`src/rtl/spi_fm_pkg.sv`:
```
package spi_fm_pkg;
  typedef enum logic [1:0] {
    ST_IDLE  = 2'd0,
    ST_FRAME = 2'd1,
    ST_GAP   = 2'd2
  } fm_state_e;
endpackage

```
`src/rtl/spi_rate_gen.sv`:
```
module spi_rate_gen #(
  parameter int DIV_W = 8
) (
  input  logic             clk,
  input  logic             rst_n,
  input  logic             run,
  input  logic [DIV_W-1:0] div,
  output logic             tick
);
  logic [DIV_W-1:0] cnt_q, cnt_d;
  logic             cnt_en;

  always_comb begin
    tick   = run && (cnt_q == div);
    cnt_en = run || (cnt_q != '0);
    if (!run)      cnt_d = '0;
    else if (tick) cnt_d = '0;
    else           cnt_d = cnt_q + DIV_W'(1);
  end

  always_ff @(posedge clk or negedge rst_n) begin
    if (!rst_n)      cnt_q <= '0;
    else if (cnt_en) cnt_q <= cnt_d;
  end

  // the divider counter restarts from zero whenever the engine is idle
  a_r4_cnt_idle_zero: assert property (@(posedge clk) disable iff (!rst_n)
    !run |=> (cnt_q == '0 || run));
endmodule

```
`src/rtl/spi_frame_ctrl.sv`:
```
module spi_frame_ctrl
  import spi_fm_pkg::*;
#(
  parameter int DW     = 32,
  parameter int SZ_W   = 5,
  parameter int HALF_W = 7
) (
  input  logic            clk,
  input  logic            rst_n,
  input  logic            clr,
  input  logic            enable,
  input  logic            tick,
  input  logic            tx_valid,
  input  logic [SZ_W-1:0] dsize,
  output logic            tx_ready,
  output logic            run,
  output logic            load,
  output logic            tx_shift,
  output logic            rx_sample,
  output logic            done,
  output logic [SZ_W-1:0] size_eff,
  output logic            sclk,
  output logic            frm_n
);
  localparam logic [SZ_W-1:0] MIN_SZ = SZ_W'(3);
  localparam logic [SZ_W-1:0] MAX_SZ = SZ_W'(DW-1);

  fm_state_e         state_q, state_d;
  logic [HALF_W-1:0] half_q, half_d, nh, two_n;
  logic [SZ_W:0]     nb_q, nb_d;
  logic              sclk_q, sclk_d, frm_q, frm_d;
  logic              st_en;

  always_comb begin
    if (dsize < MIN_SZ)      size_eff = MIN_SZ;
    else if (dsize > MAX_SZ) size_eff = MAX_SZ;
    else                     size_eff = dsize;
  end

  assign tx_ready = enable && (state_q == ST_IDLE);
  assign run      = (state_q != ST_IDLE);
  assign nh       = half_q + HALF_W'(1);
  assign two_n    = HALF_W'(nb_q) << 1;

  always_comb begin
    state_d   = state_q;
    half_d    = half_q;
    nb_d      = nb_q;
    sclk_d    = sclk_q;
    frm_d     = frm_q;
    load      = 1'b0;
    tx_shift  = 1'b0;
    rx_sample = 1'b0;
    done      = 1'b0;
    if (clr || !enable) begin
      state_d = ST_IDLE;
      half_d  = '0;
      sclk_d  = 1'b0;
      frm_d   = 1'b1;
    end else begin
      unique case (state_q)
        ST_IDLE: begin
          if (tx_valid) begin
            load    = 1'b1;
            state_d = ST_FRAME;
            half_d  = '0;
            frm_d   = 1'b0;
            nb_d    = {1'b0, size_eff} + (SZ_W+1)'(1);
          end
        end
        ST_FRAME: begin
          if (tick) begin
            half_d = nh;
            if (nh == two_n + HALF_W'(2)) begin
              done    = 1'b1;
              frm_d   = 1'b1;
              sclk_d  = 1'b0;
              state_d = ST_GAP;
              half_d  = '0;
            end else if (!nh[0]) begin
              sclk_d    = 1'b1;
              rx_sample = 1'b1;
            end else begin
              sclk_d = 1'b0;
              if (nh <= two_n - HALF_W'(1)) tx_shift = 1'b1;
            end
          end
        end
        ST_GAP: begin
          if (tick) begin
            if (nh == HALF_W'(2)) begin
              state_d = ST_IDLE;
              half_d  = '0;
            end else begin
              half_d = nh;
            end
          end
        end
        default: state_d = ST_IDLE;
      endcase
    end
  end

  assign st_en = clr || !enable || tick || (state_q == ST_IDLE);

  always_ff @(posedge clk or negedge rst_n) begin
    if (!rst_n) begin
      state_q <= ST_IDLE;
      half_q  <= '0;
      nb_q    <= (SZ_W+1)'(4);
      sclk_q  <= 1'b0;
      frm_q   <= 1'b1;
    end else if (st_en) begin
      state_q <= state_d;
      half_q  <= half_d;
      nb_q    <= nb_d;
      sclk_q  <= sclk_d;
      frm_q   <= frm_d;
    end
  end

  assign sclk  = sclk_q;
  assign frm_n = frm_q;

  // serial clock runs only inside a frame
  a_r4_sclk_in_frame: assert property (@(posedge clk) disable iff (!rst_n)
    sclk_q |-> !frm_q);
  // no new word is offered while a frame is active
  a_r2_ready_not_busy: assert property (@(posedge clk) disable iff (!rst_n)
    tx_ready |-> frm_q);
  // the latched frame length stays within 4..DW during a frame
  a_r7_len_range: assert property (@(posedge clk) disable iff (!rst_n)
    !frm_q |-> (nb_q >= (SZ_W+1)'(4) && nb_q <= (SZ_W+1)'(DW)));
  // a cycle with enable low leaves clock low and frame high
  a_r11_abort_idle: assert property (@(posedge clk) disable iff (!rst_n)
    !enable |=> (frm_q && !sclk_q));
endmodule

```
`src/rtl/spi_shift_path.sv`:
```
module spi_shift_path #(
  parameter int DW   = 32,
  parameter int SZ_W = 5
) (
  input  logic            clk,
  input  logic            rst_n,
  input  logic            clr,
  input  logic            enable,
  input  logic            load,
  input  logic [SZ_W-1:0] size_eff,
  input  logic [DW-1:0]   tx_data,
  input  logic            tx_shift,
  input  logic            rx_sample,
  input  logic            rxd,
  input  logic            done,
  output logic            txd,
  output logic [DW-1:0]   rx_data,
  output logic            rx_push
);
  localparam logic [SZ_W-1:0] TOP = SZ_W'(DW-1);

  logic [DW-1:0] tx_sh_q, tx_sh_d, rx_sh_q, rx_sh_d, rxo_q, rxo_d;
  logic          txd_q, txd_d, push_q, push_d;

  always_comb begin
    tx_sh_d = tx_sh_q;
    rx_sh_d = rx_sh_q;
    rxo_d   = rxo_q;
    txd_d   = txd_q;
    push_d  = 1'b0;
    if (clr) begin
      tx_sh_d = '0;
      rx_sh_d = '0;
      rxo_d   = '0;
      txd_d   = 1'b0;
    end else if (!enable) begin
      txd_d = 1'b0;
    end else begin
      if (load) begin
        tx_sh_d = tx_data << (TOP - size_eff);
        rx_sh_d = '0;
      end
      if (tx_shift) begin
        txd_d   = tx_sh_q[DW-1];
        tx_sh_d = tx_sh_q << 1;
      end
      if (rx_sample) rx_sh_d = {rx_sh_q[DW-2:0], rxd};
      if (done) begin
        rxo_d  = rx_sh_q;
        push_d = 1'b1;
      end
    end
  end

  always_ff @(posedge clk or negedge rst_n) begin
    if (!rst_n) begin
      tx_sh_q <= '0;
      rx_sh_q <= '0;
      rxo_q   <= '0;
      txd_q   <= 1'b0;
      push_q  <= 1'b0;
    end else begin
      tx_sh_q <= tx_sh_d;
      rx_sh_q <= rx_sh_d;
      rxo_q   <= rxo_d;
      txd_q   <= txd_d;
      push_q  <= push_d;
    end
  end

  assign txd     = txd_q;
  assign rx_data = rxo_q;
  assign rx_push = push_q;

  // the push is a single-cycle pulse
  a_r8_push_pulse: assert property (@(posedge clk) disable iff (!rst_n)
    push_q |=> !push_q);
  // the transmit line is low after any cycle with enable low
  a_r1_txd_low_disabled: assert property (@(posedge clk) disable iff (!rst_n)
    !enable |=> !txd_q);
endmodule

```
`src/rtl/spi_frame_master.sv`:
```
module spi_frame_master #(
  parameter int DW    = 32,
  parameter int DIV_W = 8,
  parameter int SZ_W  = $clog2(DW)
) (
  input  logic             clk,
  input  logic             rst_n,
  input  logic             clr,
  input  logic             enable,
  input  logic [DIV_W-1:0] div,
  input  logic [SZ_W-1:0]  dsize,
  input  logic [DW-1:0]    tx_data,
  input  logic             tx_valid,
  output logic             tx_ready,
  output logic [DW-1:0]    rx_data,
  output logic             rx_push,
  output logic             sclk,
  output logic             frm_n,
  output logic             txd,
  input  logic             rxd,
  output logic             busy
);
  localparam int HALF_W = $clog2(2*DW + 3);

  logic            tick, run, load, tx_shift, rx_sample, done;
  logic [SZ_W-1:0] size_eff;

  spi_rate_gen #(.DIV_W(DIV_W)) u_rate (
    .clk(clk), .rst_n(rst_n), .run(run), .div(div), .tick(tick)
  );

  spi_frame_ctrl #(.DW(DW), .SZ_W(SZ_W), .HALF_W(HALF_W)) u_ctrl (
    .clk(clk), .rst_n(rst_n), .clr(clr), .enable(enable), .tick(tick),
    .tx_valid(tx_valid), .dsize(dsize), .tx_ready(tx_ready), .run(run),
    .load(load), .tx_shift(tx_shift), .rx_sample(rx_sample), .done(done),
    .size_eff(size_eff), .sclk(sclk), .frm_n(frm_n)
  );

  spi_shift_path #(.DW(DW), .SZ_W(SZ_W)) u_path (
    .clk(clk), .rst_n(rst_n), .clr(clr), .enable(enable), .load(load),
    .size_eff(size_eff), .tx_data(tx_data), .tx_shift(tx_shift),
    .rx_sample(rx_sample), .rxd(rxd), .done(done), .txd(txd),
    .rx_data(rx_data), .rx_push(rx_push)
  );

  assign busy = !frm_n;

  // a receive push only appears as frame select returns high
  a_r8_push_at_frame_end: assert property (@(posedge clk) disable iff (!rst_n)
    rx_push |-> $rose(frm_n));
  // inside a frame, txd moves only while the serial clock is low
  a_r5_txd_moves_clk_low: assert property (@(posedge clk) disable iff (!rst_n)
    (!frm_n && $past(!frm_n) && !$stable(txd)) |-> !sclk);
  // every receive sample coincides with a rising serial clock
  a_r6_sample_on_rise: assert property (@(posedge clk) disable iff (!rst_n)
    rx_sample |=> $rose(sclk));
endmodule

```
`config.mk`:
```
export PLATFORM = sky130hd
export DESIGN_NAME = spi_frame_master
export DESIGN_NICKNAME = d
export VERILOG_FILES = /design/src/rtl/spi_fm_pkg.sv /design/src/rtl/spi_rate_gen.sv /design/src/rtl/spi_frame_ctrl.sv /design/src/rtl/spi_shift_path.sv /design/src/rtl/spi_frame_master.sv
export SDC_FILE = /design/constraint.sdc
export NUM_CORES = 1
export LEC_CHECK = 0
export CELL_PAD_IN_SITES_DETAIL_PLACEMENT = 0
export CELL_PAD_IN_SITES_GLOBAL_PLACEMENT = 2
export CORE_MARGIN = 1
export CORE_UTILIZATION = 41
export DETAILED_ROUTE_END_ITERATION = 8
export DONT_BUFFER_PORTS = 1
export PLACE_DENSITY = 0.84
export SKIP_CTS_REPAIR_TIMING = 1
export SYNTH_ARGS = -nofsm -noshare
export SYNTH_HDL_FRONTEND = slang
export SYNTH_HIERARCHICAL = 1
export SYNTH_SLANG_ARGS = --single-unit
```
`constraint.sdc`:
```
create_clock -name clk -period 5.2 [get_ports clk]
set_input_delay 0.52 -clock clk [delete_from_list [all_inputs] [get_ports clk]]
set_output_delay 0.52 -clock clk [all_outputs]
set_load 0.1 [all_outputs]
```
==> results of run 1 <==
## metrics by stage
stage / cells / util / total power [mW] / hold WS (ps)
detailed placement: 959 / 0.427 / 1.47 / 230
CTS: 991 / 0.458 / 2.60 / -210
global route: 992 / 0.460 / 2.72 / 126
finish: 992 / 0.460 / 2.59 / 6.06
floorplan: 778 / - / 1.40 / 224
global placement: 959 / 0.427 / 1.47 / 230
## kinds of logic after synthesis
kind of cell | after synthesis | synth area share
simple gates | 280 | 0.170
compound gates | 174 | 0.166
flops | 123 | 0.398
buf+inv | 78 | 0.0529
mux | 73 | 0.145
xor+xnor | 32 | 0.0399
fa+ha+maj | 18 | 0.0288
## worst min path at each step
stage                      from                             end  cells past startpoint
after floorplan           rst_n    u_ctrl/half_q[0]$_DFFE_PN0P_                      0
after global placement    rst_n     u_rate/cnt_q[3]$_DFFE_PN0P_                      0
after detailed placement  rst_n     u_rate/cnt_q[3]$_DFFE_PN0P_                      0
after CTS                 rst_n  u_path/rx_data[18]$_DFFE_PN0P_                      0
after global routing      rst_n     u_rate/cnt_q[3]$_DFFE_PN0P_                      1
final                     rst_n     u_rate/cnt_q[3]$_DFFE_PN0P_                      1
## power by group
part / total, mW / switching [mW] / leakage [nW] / internal (mW)
Combinational: 0.453 / 0.265 / 1.76 / 0.188
Clock: 1.12 / 0.445 / 0.277 / 0.672
Sequential: 1.02 / 0.0418 / 1.70 / 0.983
Total: 2.59 / 0.751 / 3.74 / 1.84
## cell type report
| class | count | share of cell area |
|---|---|---|
| multi-input cells | 577 | 0.509 |
| clock buffers | 19 | 0.0529 |
| well taps | 229 | 0.0342 |
| flip-flops and latches | 123 | 0.368 |
| clock inverters | 13 | 0.0142 |
| repair buffers | 11 | 0.0123 |
| inverters | 20 | 0.00897 |
## critical path: stages (launching register included)
cell and delay (ps):
dfrtp_1 520, ha_1 290, nand3_1 190, xor2_2 300, inv_1 120, ha_1 350, a21o_1 170, maj3_1 340
a21oi_1 140, o21ai_0 130, a2111oi_2 350, o21ai_0 340, nor2b_1 360, buf_4 250, a222oi_1 340, o221ai_1 170
## registers in the layout, summed over array words and instances, names as in the netlist
register        cells
u_path/rx_push      1
u_path/tx_sh_q     32
u_ctrl/half_q       7
u_path/rx_data     32
u_rate/cnt_q        8
u_path/rx_sh_q     32
u_path/txd          1
u_ctrl/sclk         1
u_ctrl/nb_q         6
u_ctrl/state_q      2
u_ctrl/frm_n        1
## cells in the final DEF (no fill, tap or decap), drive strengths merged, types with 3 or more instances in the layout
master   instances
xnor2           19
inv             22
nor2b           12
buf             11
nand3           49
a22o            34
ha              17
o31ai            8
nand2b           7
mux2i           34
nor3            12
a222oi           3
and2             7
nor2            42
a22oi           21
or2              4
clkbuf          19
a21oi           23
o221ai           8
a2bb2oi          3
o22ai            3
dfrtp          121
a21o             3
clkinv           9
and3             4
o21ai           38
nand2          127
nand4            4
mux2            11
o211ai           8
xor2            12
mux4            28
## routing by layer
metal / vias up / GRT usage / part of all wire
met5: - / 0 / 0
li1: 2790 / - / -
met3: 24 / 0.0478 / 0.052
met1: 3025 / 0.268 / 0.43
met2: 197 / 0.349 / 0.50
met4: 0 / 0.0678 / 0.015
==> impl_results.md, run 1 <==
- GP Congestion: slightly below 0.9
- Initial antenna violation count: 0
- I/O pins: between 80 and 90
- Worst setup path end: u_path/tx_sh_q[25]$_DFFE_PN0P_
- Fillers: 1689
- Area leader, netlist: dfrtp_1
- RSZ-0062 raised after global routing: no
- Post-route setup slack: 679 ps
- WL final: 19700 um
- CTS Buffer Depth: 2
- Setup total negative slack: 0 ps
- Vias in the first global route: 5829
- Nature of the critical path endpoint: flip-flop
- Gate Count Post-Synth: 778
- Residual DRC count: 0
- Power Density: 310 mW/mm2
- Final setup viols: 0
- Final net count: a little over 800
- Root Buffer: clkbuf_16
- Synth Cell Area: just under 0.008 mm2
- Fraction of layout cells with a size suffix above 1: 0.142
- Multi-input gate area: between 0.004 and 0.005 mm2
- Worst EP arrival: about 4800 ps
- Final hold vios: 0
- Critical path class: flip-flop to flip-flop
- Reg-to-Reg End: u_path/tx_sh_q[25]$_DFFE_PN0P_
- Synth area leaders: dfrtp_1 39%, mux4_2 7.3%, nand2_1 6.1%
- TritonRoute pass-1 iters: 5
- Clock Skew: 10.6 ps
- Post-placement cell area: slightly below 0.008 mm2
- First-pass GRT wire length: 32100 um
- Synth cell count leaders: 126 x nand2_1, 121 x dfrtp_1, 48 x nand3_1, 41 x nor2_1, 34 x a22o_1
- DIE AREA: roughly 0.02 mm2
- Mean Syn Cell Area: around 10 um2
- Ant. Diodes: 0
- Count leader, synth: nand2_1
- Post-route minimum period: 4520 ps
- Critical Path Start Type: flip-flop
- Drt initial violations: 479
- H-tree depth: 4
- Clk sinks: ~120
- Crit path from: u_ctrl/half_q[0]$_DFFE_PN0P_
- Peak supply drop: between 0.2 and 0.25 mV
- Worst min path class: primary input to asynchronous set/reset pin
- GRT Total Usage: 0.209
- Area Growth Syn to Fin: 8.15%
- Fin crit share: 0.869
- P_leak: 3.74 nW
- Placement Rows: between 40 and 50
- R2R cell count: 15
- CTS clk-pin slew, worst paths: 60 ps
- Routed Antenna Nets: 0
- Post-route cell area: ~0.0084 mm2
- Yosys reg bits: 123
- Critical path peak fanout: 17
- Buffers on Ports: 0
- Synth top area share: 0.391
- Seq/Total Area, Yosys: 0.398
- RR Startpoint: u_ctrl/half_q[0]$_DFFE_PN0P_
- Post-Place Worst Slack: 674 ps
- GRT overflow: 0
- Max-slew violations: 0
- F_max: 0.221 GHz
- DP Wirelength: 13700 um
- Ys flop type: dfrtp_1
- EDFF count, synth: 0
- Status: finished, final reports clean
- Core Region: 0.0182 mm2
- Wire length per cell: 19.8 um
- Die Span X: 139 um
- Vias: 6036
- CTS tree: yes
- Async S/R FF share, synth: 1.00
- Post-Syn Nets: between 800 and 900
- CP required: 5470 ps
- Max-Cap Viols: 0
- Reg area: 0.00308 mm2
- Starting Density: 0.425
- Chip height: 139 um
- CTS Buf Count: 17
- Worst slew pin tran: 1030 ps
- Vias per cell: 6.08
- Worst-Skew Late Latency: 420 ps
- Synth warn: 6
- Largest net degree at the start of global routing: 124
- Rel. slew slack: 0.316
- Flop-to-flop setup slack: just under 700 ps
- Yosys cell types: 83
Power figures use the tool's default switching activity.
==> run 2, diff against run 1 <==
==> constraint.sdc (replaced) <==
create_clock -name clk -period 5.2 [get_ports clk]
set_input_delay 0.78 -clock clk [delete_from_list [all_inputs] [get_ports clk]]
set_output_delay 0.78 -clock clk [all_outputs]
set_load 0.1 [all_outputs]
==> run 2 against run 1 <==
Net effect:
- critical path depth is the same
- sequential share of layout area is essentially flat
- cell area grew 0.13%
- critical endpoint unchanged
- utilization grew 0.062 points
- highest routed layer unchanged
- sequential power is essentially flat
==> impl_results.md, run 2 (synthesis gave the netlist of run 1 again) <==
- Root Buffer: clkbuf_16
- Die Span X: 139 um (unchanged)
- TritonRoute pass-1 iters: 5 (unchanged)
- Commonest non-fill, non-tap cell in the layout: nand2_1
- Critical path peak fanout: 17 (unchanged)
- Peak supply drop: 0.227 mV (+7.7%)
- Vias in the first global route: 5927 (+1.7%)
- Final hold vios: 0 (unchanged)
- Cell Chain, Critical Path: ha_1 > nand3_1 > xor2_2 > inv_1 > ha_1 > a21o_1 > maj3_1 > a21oi_1 > o21ai_0 > a2111oi_2 > o21ai_0 > nor2b_1 > buf_4 > a222oi_1 > o221ai_1
- Total power: 2.66 mW (+2.4%)
- Worst min path class: primary input to asynchronous set/reset pin
- Delay-heaviest family, CP: compound AO/OA/AOI/OAI gates
- Placed cell count: 959 (unchanged)
- F_max: 0.221 GHz (about the same)
- Drt initial violations: 484 (+1.0%)
- Nature of the critical path endpoint: flip-flop
- Critical Path Start Type: flip-flop
- Post-Place Worst Slack: 696 ps (+21.9 ps)
- Rel. slew slack: 0.307 (-0.00926)
- I/O pins: 89 (unchanged)
- Critical path class: flip-flop to flip-flop
- CP max-delay cell: dfrtp_1
- Initial antenna violation count: 0 (unchanged)
- CTS clk-pin slew, worst paths: 60 ps (about the same)
- CTS Buffer Depth: 2 (unchanged)
- Max-slew violations: 0 (unchanged)
- Routed Antenna Nets: 0 (unchanged)
- Setup total negative slack: 0 ps (unchanged)
- GRT overflow: 0 (unchanged)
- Critical path buffers and inverters: 2 (unchanged)
- WL final: 19800 um (+0.50%)
- Worst-Skew Late Latency: 420 ps (about the same)
- Ant. Diodes: 0 (unchanged)
- Placement Rows: 49 (unchanged)
- Worst slew pin tran: 1040 ps (+13.9 ps)
- H-tree depth: 4 (unchanged)
- First-pass GRT wire length: 32500 um (+1.1%)
- GRT Total Usage: 0.213 (+0.00354)
- GP Congestion: 0.871 (about the same)
- Chip height: 139 um (unchanged)
- Residual DRC count: 0 (unchanged)
- CTS Buf Count: 17 (unchanged)
- R2R cell count: 15 (unchanged)
- Largest net degree at the start of global routing: 124 (unchanged)
- CTS tree: yes
- Core Region: 0.0182 mm2 (unchanged)
- Wire length per cell: 20.0 um (+0.60%)
- Max-Cap Viols: 0 (unchanged)
- RSZ-0062 raised after global routing: no
- Area Growth Syn to Fin: 8.29%
- Final setup viols: 0 (unchanged)
- Buffers on Ports: 0 (unchanged)
- Starting Density: 0.425 (unchanged)
- Vias per cell: 6.06 (-0.33%)
- Clock Skew: 14.5 ps (+3.86 ps)
- Fraction of layout cells with a size suffix above 1: 0.142 (+0.000186)
- P_leak: 3.74 nW (about the same)
- Vias: 6010 (-0.43%)
- Fin util: 0.460 (+0.000618)
- Slowest stage delay, CP: 520 ps (about the same)
- DIE AREA: 0.0194 mm2 (unchanged)
- Final net count: 817 (-0.12%)
- CP Depth: 15 (unchanged)
- Worst EP arrival: 4780 ps (about the same)
- Status: finished, final reports clean
- Finished Layout Cells: 991 (-0.10%)
- DP Wirelength: 13800 um (+0.82%)
- Commonest cells after routing, fill and taps aside: 126 x nand2_1, 121 x dfrtp_1, 48 x nand3_1, 41 x nor2_1, 34 x a22o_1
- Fin crit share: 0.869 (about the same)
- Post-route setup slack: 684 ps (+4.17 ps)
- Post-route minimum period: 4520 ps (-4.17 ps)
- CP required: 5460 ps (about the same)
- Clk sinks: 123 (unchanged)
- Power Density: 317 mW/mm2 (+2.3%)
==> run 2: where the power goes <==
group | switching [mW] | internal, mW | total, mW
registers | 0.0422 | 0.983 | 1.02
clock network | 0.472 | 0.729 | 1.20
logic | 0.245 | 0.186 | 0.431
==> run 2: path summary, 6_finish.rpt <==
| kind | from | to | slack (ps) |
|---|---|---|---|
| worst min register to register | u_path/rx_sh_q[31]$_DFFE_PN0P_ | u_path/rx_sh_q[31]$_DFFE_PN0P_ | 470 |
| max in group asynchronous | rst_n | u_ctrl/frm_n$_DFFE_PN1P_ | 4920 |
| worst max-delay path | u_ctrl/half_q[0]$_DFFE_PN0P_ | u_path/tx_sh_q[25]$_DFFE_PN0P_ | 680 |
| worst max register to register | u_ctrl/half_q[0]$_DFFE_PN0P_ | u_path/tx_sh_q[25]$_DFFE_PN0P_ | 680 |
| min in group clk | u_path/rx_sh_q[31]$_DFFE_PN0P_ | u_path/rx_sh_q[31]$_DFFE_PN0P_ | 470 |
| worst min-delay path | rst_n | u_rate/cnt_q[3]$_DFFE_PN0P_ | 70 |
==> run 2: per-stage QoR <==
stage               hold slack (ps)  instance area [um2]
finish                         69.2                 8380
global route                   40.4                 8380
CTS                            45.2                 8380
detailed placement              467                 7780
global placement                456                 7780
floorplan                       439                 7740
==> run 2: final cells by class <==
class                           count  area (um2)
Sequential cell                   123        3080
Timing Repair Buffer               10        75.1
Clock buffer                       18         439
Inverter                           20        75.1
Multi-Input combinational cell    577        4270
Tap cell                          229         287
Clock inverter                     14         161
Fill cell                        1684        9830
==> run 2: per-layer routing <==
metal,global-route usage,share of wire
met3,0.0496,0.046
met2,0.360,0.50
met5,0,0
met1,0.265,0.43
met4,0.0754,0.021
==> run 2: worst register-to-register path, stage by stage (launching register included) <==
cell       delay (ps)
dfrtp_1           520
ha_1              290
nand3_1           190
xor2_2            300
inv_1             120
ha_1              360
a21o_1            180
maj3_1            350
a21oi_1           150
o21ai_0           130
a2111oi_2         350
o21ai_0           320
nor2b_1           360
buf_4             260
a222oi_1          340
o221ai_1          170
==> run 3, diff against run 2 <==
HOLD_SLACK_MARGIN = 0.1   (was not set)
==> run 3 against run 2 <==
Net effect:
- first-iteration DRC count fell by 5.4%
- cell area rose by 0.33%
- sequential power barely moved
- largest power group unchanged
==> impl_results.md, run 3 (synthesis gave the netlist of run 1 again) <==
- Post-placement cell area: 0.00778 mm2 (unchanged)
- Post-route setup slack: 679 ps (-4.84 ps)
- CP max-delay cell: dfrtp_1
- CTS tree: yes
- Worst min path class: primary input to asynchronous set/reset pin
- Critical path class: flip-flop to flip-flop
- Fin crit share: 0.869 (+0.000932)
- DP Wirelength: 13800 um (unchanged)
- Crit path from: u_ctrl/half_q[0]$_DFFE_PN0P_
- CP required: 5460 ps (about the same)
- Status: finished, final reports clean
- Drt initial violations: 458 (-5.4%)
- Finished Layout Cells: 992 (+0.10%)
- Final setup viols: 0 (unchanged)
- Post-route cell area: 0.00841 mm2 (+0.33%)
- Commonest non-fill, non-tap cell in the layout: nand2_1
- Largest net degree at the start of global routing: 124 (unchanged)
- RSZ-0062 raised after global routing: no
- Critical path peak fanout: 17 (unchanged)
- Power Density: 318 mW/mm2 (+0.40%)
- Placed cell count: 959 (unchanged)
- Placement Rows: 49 (unchanged)
- GP Congestion: 0.871 (unchanged)
- Cell Chain, Critical Path: ha_1 > nand3_1 > xor2_2 > inv_1 > ha_1 > a21o_1 > maj3_1 > a21oi_1 > o21ai_0 > a2111oi_2 > o21ai_0 > nor2b_1 > buf_4 > a222oi_1 > o221ai_1
- R2R cell count: 15 (unchanged)
- CTS Buffer Depth: 2 (unchanged)
- Final net count: 818 (+0.12%)
- Post-route minimum period: 4520 ps (+4.85 ps)
- First-pass GRT wire length: 32500 um (unchanged)
- GRT Total Usage: 0.213 (unchanged)
- Chip height: 139 um (unchanged)
- Flop-to-flop setup slack: 680 ps (about the same)
- Peak supply drop: 0.228 mV (+0.37%)
- Worst-Skew Late Latency: 420 ps (about the same)
- CTS Buf Count: 17 (unchanged)
- TritonRoute pass-1 iters: 5 (unchanged)
- Worst EP arrival: 4780 ps (about the same)
- I/O pins: 89 (unchanged)
- Area Growth Syn to Fin: 8.65%
- Commonest cells after routing, fill and taps aside: 126 x nand2_1, 121 x dfrtp_1, 48 x nand3_1, 41 x nor2_1, 34 x a22o_1
- Vias per cell: 6.03 (-0.58%)
- Clk sinks: 123 (unchanged)
- Slowest stage delay, CP: 520 ps (about the same)
- Fraction of layout cells with a size suffix above 1: 0.143 (+0.00112)
- F_max: 0.221 GHz (-0.11%)
- Max-Cap Viols: 0 (unchanged)
- CTS clk-pin slew, worst paths: 60 ps (about the same)
- Clock Skew: 10.3 ps (-4.21 ps)
- Worst slew pin tran: 1040 ps (-0.655 ps)
- Critical Path Start Type: flip-flop
- Wire length per cell: 20.1 um (+0.55%)
- RR Startpoint: u_ctrl/half_q[0]$_DFFE_PN0P_
- Vias in the first global route: 5927 (unchanged)
- Residual DRC count: 0 (unchanged)
- P_leak: 3.75 nW (+0.34%)
- Post-Place Worst Slack: 696 ps (unchanged)
- Reg-to-Reg End: u_path/tx_sh_q[25]$_DFFE_PN0P_
- Ant. Diodes: 0 (unchanged)
- Fillers: 1681 (-0.18%)
- Routed Antenna Nets: 0 (unchanged)
- WL final: 19900 um (+0.65%)
- Core Region: 0.0182 mm2 (unchanged)
- Initial antenna violation count: 0 (unchanged)
- DIE AREA: 0.0194 mm2 (unchanged)
- Rel. slew slack: 0.307 (+0.000437)
- Setup total negative slack: 0 ps (unchanged)
- H-tree depth: 4 (unchanged)
- GRT overflow: 0 (unchanged)
- Vias: 5981 (-0.48%)
- Buffers on Ports: 0 (unchanged)
- Starting Density: 0.425 (unchanged)
- Root Buffer: clkbuf_16
- Nature of the critical path endpoint: flip-flop
- Final hold vios: 0 (unchanged)
- Die Span X: 139 um (unchanged)
- Max-slew violations: 0 (unchanged)
[run 3: cell types whose count changed in the layout (fill, tap and decap cells not counted), sizes merged]
cell	previous run	this run
buf	10	11
[run 3: worst max-delay path by stage]
stage / to / slack [ps] / cells past startpoint
3_3_place_gp: u_path/tx_sh_q[25]$_DFFE_PN0P_ / 850 / 15
6_report: u_path/tx_sh_q[25]$_DFFE_PN0P_ / 680 / 15
5_1_grt: u_path/tx_sh_q[24]$_DFFE_PN0P_ / 240 / 15
3_5_place_dp: u_path/tx_sh_q[25]$_DFFE_PN0P_ / 700 / 15
2_1_floorplan: u_path/tx_sh_q[6]$_DFFE_PN0P_ / 1230 / 17
4_1_cts: u_path/tx_sh_q[25]$_DFFE_PN0P_ / 680 / 15
[run 3: power by group]
group          switching [mW]  internal (mW)
Sequential             0.0426          0.983
Combinational           0.263          0.188
Clock                   0.471          0.729
[run 3: routing by layer]
metal	routed length [um]	GRT usage
met1	8550	0.265
met4	443	0.0754
met3	1070	0.0496
met2	9840	0.360
met5	0	0
[run 3: layout make-up]
cell class / instances / area (um2) / share of cell area
timing repair buffer: 11 / 103 / 0.0122
inverter: 20 / 75.1 / 0.00893
sequential: 123 / 3080 / 0.366
clock inverter: 14 / 161 / 0.0192
multi-input combinational: 577 / 4270 / 0.507
clock buffer: 18 / 439 / 0.0522
tap: 229 / 287 / 0.0341
[run 3: critical path: cells and delay by family, from the launching register on]
family,cells,cell delay [ps]
fa+ha+maj,3,1000
buf+inv,2,380
compound gates,7,1640
xor+xnor,1,290
simple gates,2,550
flops,1,520
[run 3: through the flow]
step | utilization | hold WS, ps | power [mW]
floorplan | - | 439 | 1.40
global placement | 0.427 | 456 | 1.47
detailed placement | 0.427 | 467 | 1.47
CTS | 0.460 | 45.2 | 2.69
global route | 0.462 | 183 | 2.80
finish | 0.462 | 207 | 2.68
